--- config.mk ---
export PLATFORM = sky130hd
export DESIGN_NAME = dual_lane_xcvr
export DESIGN_NICKNAME = d
export VERILOG_FILES = /design/src/rtl/dual_lane_xcvr_pkg.sv /design/src/rtl/dual_lane_xcvr_ctl.sv /design/src/rtl/dual_lane_xcvr_store.sv /design/src/rtl/dual_lane_xcvr_lane.sv /design/src/rtl/dual_lane_xcvr.sv
export SDC_FILE = /design/constraint.sdc
export NUM_CORES = 1
export LEC_CHECK = 0
export ABC_CLOCK_PERIOD_IN_PS = 1400
export BUFFER_PORTS_ARGS = -buffer_cell sky130_fd_sc_hd__clkbuf_2
export CORE_MARGIN = 5
export CORE_UTILIZATION = 35
export DETAILED_ROUTE_END_ITERATION = 10
export GPL_TIMING_DRIVEN = 0
export MAX_ROUTING_LAYER = met4
export RECOVER_POWER = 50
export SETUP_SLACK_MARGIN = 0.2
export SYNTH_ARGS = -nofsm -noshare
export SYNTH_HDL_FRONTEND = slang
export SYNTH_SLANG_ARGS = --single-unit
--- constraint.sdc ---
create_clock -name clk -period 1.4 [get_ports clk]
set_input_delay 0.42 -clock clk [delete_from_list [all_inputs] [get_ports clk]]
set_output_delay 0.42 -clock clk [all_outputs]
set_load 0.02 [all_outputs]
--- src/rtl/dual_lane_xcvr_pkg.sv ---
package dual_lane_xcvr_pkg;

   // Decoded per-lane controls, all active high
   typedef struct packed {
      logic drive_b;
      logic drive_a;
      logic b_from_reg;
      logic a_from_reg;
   } lane_ctl_t;

   function automatic lane_ctl_t decode_lane(input logic b_en, input logic a_en_n,
                                             input logic ab_sel, input logic ba_sel);
      lane_ctl_t c;
      c.drive_b    = b_en;
      c.drive_a    = ~a_en_n;
      c.b_from_reg = ab_sel;
      c.a_from_reg = ba_sel;
      return c;
   endfunction

endpackage

--- src/rtl/dual_lane_xcvr_ctl.sv ---
module dual_lane_xcvr_ctl
   import dual_lane_xcvr_pkg::*;
(
   input  logic      b_en,
   input  logic      a_en_n,
   input  logic      ab_sel,
   input  logic      ba_sel,
   output lane_ctl_t ctl
);
   assign ctl = decode_lane(b_en, a_en_n, ab_sel, ba_sel);
endmodule

--- src/rtl/dual_lane_xcvr_store.sv ---
module dual_lane_xcvr_store #(
   parameter int  WIDTH     = 8,
   parameter bit  HAS_RESET = 1'b1
) (
   input  logic             clk,
   input  logic             rst_n,
   input  logic             load,
   input  logic [WIDTH-1:0] d,
   output logic [WIDTH-1:0] q
);
   if (WIDTH < 1) begin : g_bad_width
      $error("dual_lane_xcvr_store: WIDTH must be at least 1");
   end

   if (HAS_RESET) begin : g_rst
      always_ff @(posedge clk or negedge rst_n) begin
         if (!rst_n)    q <= '0;
         else if (load) q <= d;
      end
   end else begin : g_norst
      always_ff @(posedge clk) begin
         if (load) q <= d;
      end
   end
endmodule

--- src/rtl/dual_lane_xcvr_lane.sv ---
module dual_lane_xcvr_lane
   import dual_lane_xcvr_pkg::*;
#(
   parameter int LANE_W    = 8,
   parameter bit HAS_RESET = 1'b1
) (
   input  logic              clk,
   input  logic              rst_n,
   input  logic              drv_b_en,
   input  logic              drv_a_en_n,
   input  logic              cap_ab,
   input  logic              cap_ba,
   input  logic              sel_ab_stored,
   input  logic              sel_ba_stored,
   input  logic [LANE_W-1:0] a_in,
   input  logic [LANE_W-1:0] b_in,
   output logic [LANE_W-1:0] a_out,
   output logic [LANE_W-1:0] a_oe,
   output logic [LANE_W-1:0] b_out,
   output logic [LANE_W-1:0] b_oe
);
   lane_ctl_t         ctl;
   logic [LANE_W-1:0] ab_q;
   logic [LANE_W-1:0] ba_q;

   dual_lane_xcvr_ctl u_ctl (
      .b_en   (drv_b_en),
      .a_en_n (drv_a_en_n),
      .ab_sel (sel_ab_stored),
      .ba_sel (sel_ba_stored),
      .ctl    (ctl)
   );

   // Capture is independent of enables and selects
   dual_lane_xcvr_store #(.WIDTH(LANE_W), .HAS_RESET(HAS_RESET)) u_ab (
      .clk (clk), .rst_n (rst_n), .load (cap_ab), .d (a_in), .q (ab_q)
   );

   dual_lane_xcvr_store #(.WIDTH(LANE_W), .HAS_RESET(HAS_RESET)) u_ba (
      .clk (clk), .rst_n (rst_n), .load (cap_ba), .d (b_in), .q (ba_q)
   );

   always_comb begin
      b_out = ctl.b_from_reg ? ab_q : a_in;
      a_out = ctl.a_from_reg ? ba_q : b_in;
      b_oe  = {LANE_W{ctl.drive_b}};
      a_oe  = {LANE_W{ctl.drive_a}};
   end
endmodule

--- src/rtl/dual_lane_xcvr.sv ---
module dual_lane_xcvr #(
   parameter int LANES     = 2,
   parameter int LANE_W    = 8,
   parameter bit HAS_RESET = 1'b1
) (
   input  logic                      clk,
   input  logic                      rst_n,
   input  logic [LANES-1:0]          drv_b_en,
   input  logic [LANES-1:0]          drv_a_en_n,
   input  logic [LANES-1:0]          cap_ab,
   input  logic [LANES-1:0]          cap_ba,
   input  logic [LANES-1:0]          sel_ab_stored,
   input  logic [LANES-1:0]          sel_ba_stored,
   input  logic [LANES*LANE_W-1:0]   a_in,
   output logic [LANES*LANE_W-1:0]   a_out,
   output logic [LANES*LANE_W-1:0]   a_oe,
   input  logic [LANES*LANE_W-1:0]   b_in,
   output logic [LANES*LANE_W-1:0]   b_out,
   output logic [LANES*LANE_W-1:0]   b_oe
);
   localparam int BUS_W = LANES * LANE_W;

   if (LANES < 1 || LANE_W < 1 || BUS_W > 4096) begin : g_bad_cfg
      $error("dual_lane_xcvr: LANES and LANE_W must be positive and bus at most 4096 bits");
   end

   for (genvar k = 0; k < LANES; k++) begin : g_lane
      dual_lane_xcvr_lane #(.LANE_W(LANE_W), .HAS_RESET(HAS_RESET)) u_lane (
         .clk           (clk),
         .rst_n         (rst_n),
         .drv_b_en      (drv_b_en[k]),
         .drv_a_en_n    (drv_a_en_n[k]),
         .cap_ab        (cap_ab[k]),
         .cap_ba        (cap_ba[k]),
         .sel_ab_stored (sel_ab_stored[k]),
         .sel_ba_stored (sel_ba_stored[k]),
         .a_in          (a_in[k*LANE_W +: LANE_W]),
         .b_in          (b_in[k*LANE_W +: LANE_W]),
         .a_out         (a_out[k*LANE_W +: LANE_W]),
         .a_oe          (a_oe[k*LANE_W +: LANE_W]),
         .b_out         (b_out[k*LANE_W +: LANE_W]),
         .b_oe          (b_oe[k*LANE_W +: LANE_W])
      );
   end
endmodule

==> results of run 1 <==
[cell families (layout without fill, tap and decap cells)]
logic type	after synthesis	after routing	share of synthesized area [%]
buffers and inverters	40	165	15.49
flip-flops	32	32	38.42
multiplexers	64	64	46.10
[registers in the layout (all words and copies together) (netlist names)]
name	cells
g_lane.u_lane.u_ab.q	16
g_lane.u_lane.u_ba.q	16
[cell usage after synthesis]
library cell and instances:
buf_4 30, dfrtp_1 32, buf_6 8, mux2_4 64, inv_1 2
[area by class of cell]
| cell class | count | area, sq um | share of cell area [%] |
|---|---|---|---|
| well taps | 75 | 93.84 | 2.760 |
| clock inverters | 1 | 30.03 | 0.8833 |
| inverters | 2 | 15.01 | 0.4417 |
| clock buffers | 7 | 96.34 | 2.834 |
| repair buffers | 117 | 1071 | 31.51 |
| multi-input cells | 64 | 889.6 | 26.17 |
| flip-flops and latches | 32 | 800.8 | 23.56 |
| plain buffers | 38 | 402.9 | 11.85 |
[power by group]
group | internal (mW) | switching [mW]
Clock | 0.628 | 0.325
Sequential | 1.02 | 0.0456
Combinational | 0.712 | 0.454
[metrics by stage]
step                      utilization, %  cell area, sq um
final                              58.11              3400
after global routing               58.11              3400
after detailed placement           47.33              2769
after global placement             47.33              2769
after floorplan                        -              2180
after CTS                          55.69              3258
[layer usage]
layer,GRT usage (%),up-vias,share of wire [%],wire (um)
met5,-,-,0,0
met4,5.021,0,1.5,71
met3,2.649,6,8.7,401
met2,19.32,66,52,2394
met1,13.87,686,38,1731
li1,-,683,-,-
[path summary, 6_finish.rpt]
kind	slack [ns]	start	depth (start not counted)	to
setup / recovery	-0.08	g_lane[1].u_lane.u_ab.q[2]	2	b_out[10]
hold / removal	0.22	rst_n	1	g_lane[0].u_lane.u_ab.q[7]
setup reg to reg	0.39	g_lane[1].u_lane.u_ab.q[2]	3	g_lane[1].u_lane.u_ab.q[2]
hold reg to reg	0.49	g_lane[0].u_lane.u_ba.q[3]	1	g_lane[0].u_lane.u_ba.q[3]
max in group asynchronous	0.69	rst_n	1	g_lane[0].u_lane.u_ab.q[4]
min in group clk	0.37	a_in[14]	2	g_lane[1].u_lane.u_ab.q[6]
[timing repair]
action | 4_1_cts | 5_1_grt
endpoints found under the setup margin | 48 | 48
setup buffers | 8 | 10
endpoints found under the hold margin | 0 | 0
gates resized for setup | 70 | 78
[critical path, stage by stage (launching register included)]
cell,delay [ns]
dfrtp_1,0.39
mux2_4,0.27
buf_8,0.13
==> flow_summary_export.csv, run 1 <==
group,metric,value,unit
worst_setup_path,startpoint_type,"flip-flop",
floorplan,ios,110,
synthesis,yosysSeqAreaShare,38.42,%
timing,worstMarginPinSlew,0.7864,ns
synthesis,synth.distinct_cells,5,
power_and_ir_drop,p_per_area,936.0,nW/um^2
detailed_routing,drc,0,
timing,tns,-2.364,ns
floorplan,dieArea,7599,sq um
clock_tree,numCtsBuffers,5,
layout,fill_cells,479,
timing,fin_crit_sh,106.0,%
global_route,grt_max_degree,33,
power_and_ir_drop,power,3.182,mW
layout,n_antenna_cell,0,
clock_tree,clock_path_buffers,2,
global_route,grt_pass1_vias,1525,
detailed_routing,post_drt_wl_per_cell,13.68,um
global_route,antenna_found_initial,0,
layout,nets,306,
clock_tree,clockRootBuffer,"clkbuf_8",
power_and_ir_drop,ir_drop,496.7,uV
synthesis,syn_area,2084,sq um
outcome,status,"complete, but fails checks",
clock_tree,cts_tree,"done",
place,dp.final_hpwl,3.282,mm
layout,syn_to_final_growth,63.09,%
outcome,violations,"setup timing",
synthesis,avgSynthCellArea,15.33,sq um
place,placement.io_buffers,99,
synthesis,synth_area_leaders,"mux2_4 46%, dfrtp_1 38%, buf_4 11%",
timing,setup_ws,-0.08365,ns
clock_tree,clk_pin_slew,0.07,ns
place,dp_cells,310,
timing,hold_slack,0.2201,ns
detailed_routing,drt.antenna.violating_nets,0,
detailed_routing,vias,1441,
clock_tree,cts_sinks,32,
timing,finalHoldViolations,0,
flow_run,drv_cap,0,
synthesis,yosys_warnings,0,
timing,period_needed,1.484,ns
clock_tree,htreeDepth,2,
global_route,grt_overflow,0,
timing,finalSetupViolations,46,
timing,fmax,674.0,MHz
place,gp_congestion,0.6731,
floorplan,rows,28,
synthesis,syn_nets,182,
power_and_ir_drop,p_leak,1.747,nW
min_path,hold_class,"input pin to asynchronous set/reset pin",
synthesis,yosys.area.top_type,"mux2_4",
place,dp_slack,-0.05918,ns
worst_setup_path,crit_fanout,2,
layout,drive_gt1_share,80.46,%
detailed_routing,drt-initial-drc-count,14,
timing,slew_headroom,47.58,%
global_route,grt.total_usage,11.78,%
floorplan,die_w,87.18,um
synthesis,ys_ff_latch,32,
layout,mostFrequentLayoutCells,"49 x clkbuf_2, 45 x mux2_4, 34 x buf_6, 34 x buf_8, 32 x dfrtp_1",
worst_setup_path,critPathRequiredTime,0.98,ns
detailed_routing,drt_pass1_iterations,2,
timing,rsz0062_at_grt,"yes",
worst_setup_path,cp.arrival,1.06,ns
timing,drv_slew,0,
detailed_routing,viasPerCell,4.289,
synthesis,yosysTopAreaCellShare,46.10,%
detailed_routing,finalWirelength,4.598,mm
timing,clock_skew,0,ns
worst_setup_path,path_class,"flip-flop to primary output",
floorplan,die_h,87.18,um
clock_tree,ctsHoldBuffers,0,
floorplan,fp.coreArea,5851,sq um
synthesis,syn_inst,136,
worst_setup_path,critPathCaptureType,"primary output",
global_route,grt_pass1_wl,6.872,mm
clock_tree,clk_latency,0.27,ns
layout,layout_commonest_cell,"clkbuf_2",
layout,fin_cells,336,
floorplan,initial_core_util,35.63,%
(Power assumes the default switching activity.)
==> run 2, diff against run 1 <==
--- a/config.mk
+++ b/config.mk
@@ -6,7 +6,7 @@
 export NUM_CORES = 1
 export LEC_CHECK = 0
 export ABC_CLOCK_PERIOD_IN_PS = 1400
-export BUFFER_PORTS_ARGS = -buffer_cell sky130_fd_sc_hd__clkbuf_2
+export BUFFER_PORTS_ARGS = -buffer_cell sky130_fd_sc_hd__buf_2
 export CORE_MARGIN = 5
 export CORE_UTILIZATION = 35
 export DETAILED_ROUTE_END_ITERATION = 10
==> run 2 against run 1 <==
The run still ends with setup timing left. Non-clock buffer count down 1. Hold slack gained 0.0011 ns. Cell area shrank 4.9%. Count of clock-buffer cells in the layout rose by 1. Cell count is 0.30% lower. Wire length fell by 1.2%. Clock skew did not move. Flip-flop and latch count unchanged. Utilization fell by 2.9 points. Clock power shrank 23%. Die area is the same.
==> flow_summary_export.csv, run 2 (synthesized netlist as in run 1, its figures left out) <==
group,metric,value,unit
timing,fmax,672.0,MHz
power_and_ir_drop,ir_drop,391.0,uV
worst_setup_path,r2r_start,"g_lane[1].u_lane.u_ab.q[2]",
global_route,antenna_found_initial,0,
timing,worstMarginPinSlew,0.8057,ns
worst_setup_path,crit_fanout,2,
power_and_ir_drop,combinationalPowerShare,37.7,%
layout,drive_gt1_share,79.62,%
floorplan,fp.coreArea,5851,sq um
layout,layout_commonest_cell,"buf_6",
detailed_routing,drc,0,
power_and_ir_drop,p_leak,1.669,nW
power_and_ir_drop,pwr-share-clk,25.4,%
clock_tree,clockRootBuffer,"clkbuf_8",
timing,drv_slew,0,
detailed_routing,vias,1418,
place,dp.final_hpwl,3.252,mm
worst_setup_path,cp.arrival,1.07,ns
global_route,grt_overflow,0,
floorplan,initial_core_util,35.63,%
global_route,grt_pass1_vias,1491,
layout,multi_input_area,889.6,sq um
floorplan,dieArea,7599,sq um
detailed_routing,post_drt_wl_per_cell,13.56,um
timing,slew_headroom,46.29,%
worst_setup_path,critPathCaptureType,"primary output",
detailed_routing,drt.antenna.violating_nets,0,
layout,fin_cells,335,
power_and_ir_drop,seq_power_share,36.8,%
clock_tree,clk_latency,0.28,ns
clock_tree,clk_pin_slew,0.07,ns
timing,hold_slack,0.2212,ns
power_and_ir_drop,netSwitchingFraction,28.20,%
timing,rsz0062_at_grt,"yes",
worst_setup_path,critPathRequiredTime,0.98,ns
clock_tree,numCtsBuffers,5,
layout,syn_to_final_growth,55.04,%
layout,fill_cells,522,
timing,fin_crit_sh,106.3,%
layout,mostFrequentLayoutCells,"67 x buf_6, 48 x buf_2, 45 x mux2_4, 33 x buf_4, 32 x dfrtp_1",
floorplan,die_w,87.18,um
power_and_ir_drop,p_sw,813.9,uW
clock_tree,clock_path_buffers,2,
detailed_routing,viasPerCell,4.233,
detailed_routing,finalWirelength,4.542,mm
detailed_routing,drt-initial-drc-count,19,
power_and_ir_drop,internal_power,2.073,mW
timing,clock_skew,0,ns
layout,n_antenna_cell,0,
global_route,grt.total_usage,11.89,%
detailed_routing,drt_pass1_iterations,4,
outcome,violations,"setup timing",
timing,setup_ws,-0.08814,ns
worst_setup_path,cp-startpoint,"g_lane[1].u_lane.u_ab.q[5]",
clock_tree,cts_tree,"done",
clock_tree,htreeDepth,2,
power_and_ir_drop,power,2.887,mW
worst_setup_path,startpoint_type,"flip-flop",
clock_tree,cts_sinks,32,
timing,finalSetupViolations,39,
timing,finalHoldViolations,0,
worst_setup_path,path_class,"flip-flop to primary output",
flow_run,drv_cap,0,
timing,period_needed,1.488,ns
layout,fin_util,55.24,%
min_path,hold_class,"input pin to asynchronous set/reset pin",
layout,seq_area,800.8,sq um
floorplan,ios,110,
global_route,grt_pass1_wl,6.941,mm
layout,reg_top3,"g_lane.u_lane.u_ab.q: 16 flops, g_lane.u_lane.u_ba.q: 16 flops",
global_route,grt_max_degree,33,
outcome,status,"complete, but fails checks",
place,gp_congestion,0.6683,
power_and_ir_drop,p_per_area,893.2,nW/um^2
timing,tns,-2.226,ns
layout,nets,305,
floorplan,die_h,87.18,um
floorplan,rows,28,
place,dp_cells,310,
place,placement.io_buffers,99,
-- run 2: per-stage QoR --
step | setup WS [ns] | area, sq um
2_1_floorplan | 0.1128 | 2180
3_3_place_gp | -0.03693 | 2769
3_5_place_dp | -0.05145 | 2769
4_1_cts | -0.1016 | 3224
5_1_grt | -0.1343 | 3232
6_report | -0.08814 | 3232
-- run 2: timing repair --
action,in CTS,in global routing
resized for setup,98,1
setup endpoints to repair,48,48
hold buffers,0,0
setup buffers,7,10
-- run 2: layout make-up --
type,instances,share of cell area (%)
multi-input combinational,64,27.53
sequential,32,24.78
inverter,2,0.4646
timing repair buffer,116,29.07
clock buffer,8,2.787
buffer,38,12.47
tap,75,2.904
-- run 2: layer usage --
| metal | GRT usage (%) | routed length (um) |
|---|---|---|
| met1 | 14.00 | 1759 |
| met2 | 19.12 | 2307 |
| met3 | 3.500 | 417 |
| met5 | - | 0 |
| met4 | 4.603 | 57 |
-- run 2: final timing paths --
| path | to | slack [ns] | cells past startpoint |
|---|---|---|---|
| hold reg to reg | g_lane[1].u_lane.u_ab.q[4] | 0.49 | 1 |
| setup / recovery | b_out[13] | -0.09 | 2 |
| setup reg to reg | g_lane[1].u_lane.u_ab.q[2] | 0.40 | 3 |
| max in group asynchronous | g_lane[1].u_lane.u_ab.q[1] | 0.68 | 1 |
| min in group clk | g_lane[1].u_lane.u_ab.q[4] | 0.37 | 2 |
| hold / removal | g_lane[0].u_lane.u_ba.q[6] | 0.22 | 1 |
-- run 2: worst max-delay path: stages (launching register included) --
cell and delay [ns]:
dfrtp_1 0.39, mux2_4 0.27, buf_6 0.13
-- run 2: power by group through the flow --
| stage | Sequential [mW] | Clock [mW] | Combinational [mW] |
|---|---|---|---|
| floorplan | 1.07 | 0 | 0.667 |
| global placement | 1.08 | 0 | 0.903 |
| detailed placement | 1.08 | 0 | 0.906 |
| CTS | 1.07 | 0.756 | 1.11 |
| global route | 1.07 | 0.799 | 1.15 |
| finish | 1.06 | 0.735 | 1.09 |
==> run 3, diff against run 2 <==
--- a/config.mk
+++ b/config.mk
@@ -11,7 +11,6 @@
 export CORE_UTILIZATION = 35
 export DETAILED_ROUTE_END_ITERATION = 10
 export GPL_TIMING_DRIVEN = 0
-export MAX_ROUTING_LAYER = met4
 export RECOVER_POWER = 50
 export SETUP_SLACK_MARGIN = 0.2
 export SYNTH_ARGS = -nofsm -noshare
==> run 3 against run 2 <==
The flow still finishes with violations (setup timing). Flip-flop and latch count unchanged. Register-to-register slack about the same. Combinational power about the same. Die area unchanged. Global-route usage decreased by 0.34 points. Non-clock buffer count unchanged. Power about the same. Count of clock-buffer cells in the layout unchanged. Critical path type unchanged. Highest routed layer unchanged.
==> flow_summary_export.csv, run 3 (synthesized netlist as in run 1, its figures left out) <==
group,metric,value,unit
outcome,status,"complete, but fails checks",
outcome,violations,"setup timing",
timing,fin_crit_sh,106.3,%
min_path,hold_class,"input pin to asynchronous set/reset pin",
global_route,antenna_found_initial,0,
detailed_routing,drt-initial-drc-count,19,
power_and_ir_drop,ir_drop,388.1,uV
timing,drv_slew,0,
worst_setup_path,critPathCaptureType,"primary output",
timing,tns,-2.222,ns
clock_tree,htreeDepth,2,
floorplan,die_w,87.18,um
detailed_routing,drt_pass1_iterations,4,
clock_tree,numCtsBuffers,5,
layout,drive_gt1_share,79.62,%
clock_tree,clockRootBuffer,"clkbuf_8",
worst_setup_path,critPathRequiredTime,0.98,ns
floorplan,ios,110,
layout,mostFrequentLayoutCells,"67 x buf_6, 48 x buf_2, 45 x mux2_4, 33 x buf_4, 32 x dfrtp_1",
layout,fin_cells,335,
layout,layout_commonest_cell,"buf_6",
timing,finalSetupViolations,39,
detailed_routing,post_drt_wl_per_cell,13.55,um
floorplan,die_h,87.18,um
flow_run,drv_cap,0,
place,dpl-instance-area,2769,sq um
worst_setup_path,cp.arrival,1.07,ns
layout,n_antenna_cell,0,
timing,worstMarginPinSlew,0.8099,ns
global_route,grt.total_usage,11.55,%
detailed_routing,vias,1422,
detailed_routing,viasPerCell,4.245,
timing,rsz0062_at_grt,"yes",
floorplan,fp.coreArea,5851,sq um
worst_setup_path,slowest_stage,"dfrtp_1",
layout,fin_util,55.24,%
clock_tree,ctsHoldBuffers,0,
detailed_routing,drc,0,
worst_setup_path,crit_chain,"mux2_4, buf_6",
worst_setup_path,max_stage_delay,0.39,ns
layout,reg_top3,"g_lane.u_lane.u_ab.q: 16 flops, g_lane.u_lane.u_ba.q: 16 flops",
place,gp_congestion,0.6621,
timing,setup_ws,-0.08852,ns
power_and_ir_drop,p_leak,1.669,nW
floorplan,initial_core_util,35.63,%
timing,period_needed,1.489,ns
global_route,grt_max_degree,33,
power_and_ir_drop,p_per_area,892.4,nW/um^2
clock_tree,clk_pin_slew,0.07,ns
place,dp.final_hpwl,3.252,mm
timing,finalHoldViolations,0,
floorplan,dieArea,7599,sq um
timing,fmax,671.8,MHz
place,dp_cells,310,
global_route,grt_pass1_wl,6.934,mm
floorplan,rows,28,
clock_tree,cts_tree,"done",
worst_setup_path,startpoint_type,"flip-flop",
global_route,grt_pass1_vias,1494,
clock_tree,clk_latency,0.28,ns
clock_tree,cts_sinks,32,
layout,syn_to_final_growth,55.04,%
worst_setup_path,path_class,"flip-flop to primary output",
global_route,grt_overflow,0,
worst_setup_path,crit_fanout,2,
timing,clock_skew,0,ns
layout,nets,305,
layout,postLayoutCellArea,3232,sq um
detailed_routing,finalWirelength,4.538,mm
place,placement.io_buffers,99,
timing,slew_headroom,46.01,%
clock_tree,clock_path_buffers,2,
detailed_routing,drt.antenna.violating_nets,0,
-- run 3: what timing repair did --
item / 4_1_cts / 5_1_grt
resized for setup: 98 / 1
endpoints found under the setup margin: 48 / 48
buffers inserted: 7 / 10
endpoints found under the hold margin: 0 / 0
-- run 3: layer usage --
layer	vias up	track usage, %	wire length (um)
li1	683	-	-
met1	665	13.71	1725
met2	69	19.12	2334
met3	5	3.974	451
met4	0	4.603	27
met5	-	0	0
-- run 3: worst max-delay path, delay by kind of cell, from the launching register on --
family / cells / cell delay (ns)
buffers and inverters: 1 / 0.13
flip-flops: 1 / 0.39
multiplexers: 1 / 0.27
-- run 3: worst paths after layout --
check	from	end	slack, ns	cells after the start
min in group clk	a_in[12]	g_lane[1].u_lane.u_ab.q[4]	0.37	2
setup / recovery	g_lane[1].u_lane.u_ab.q[5]	b_out[13]	-0.09	2
hold reg to reg	g_lane[1].u_lane.u_ab.q[4]	g_lane[1].u_lane.u_ab.q[4]	0.49	1
setup reg to reg	g_lane[1].u_lane.u_ab.q[2]	g_lane[1].u_lane.u_ab.q[2]	0.40	3
hold / removal	rst_n	g_lane[0].u_lane.u_ba.q[6]	0.22	1
max in group asynchronous	rst_n	g_lane[1].u_lane.u_ab.q[1]	0.67	1
-- run 3: report_power, final --
| part | leakage (nW) | switching (mW) | internal, mW |
|---|---|---|---|
| logic | 1.25 | 0.434 | 0.655 |
| registers | 0.374 | 0.0463 | 1.02 |
| clock network | 0.0455 | 0.331 | 0.401 |
| total | 1.67 | 0.811 | 2.07 |
-- run 3: layout make-up --
class,count,area [sq um]
fill,522,2619
timing repair buffer,116,939.7
multi-input combinational,64,889.6
sequential,32,800.8
buffer,38,402.9
tap,75,93.84
clock buffer,8,90.09
inverter,2,15.01
-- run 3: per-stage QoR --
stage	setup WS (ns)	power, mW	hold slack (ns)
floorplan	0.1128	1.737	0.1244
global placement	-0.03693	1.984	0.4930
detailed placement	-0.05145	1.989	0.4956
CTS	-0.1016	2.933	0.2292
global route	-0.1343	3.029	0.2910
finish	-0.08852	2.884	0.2222
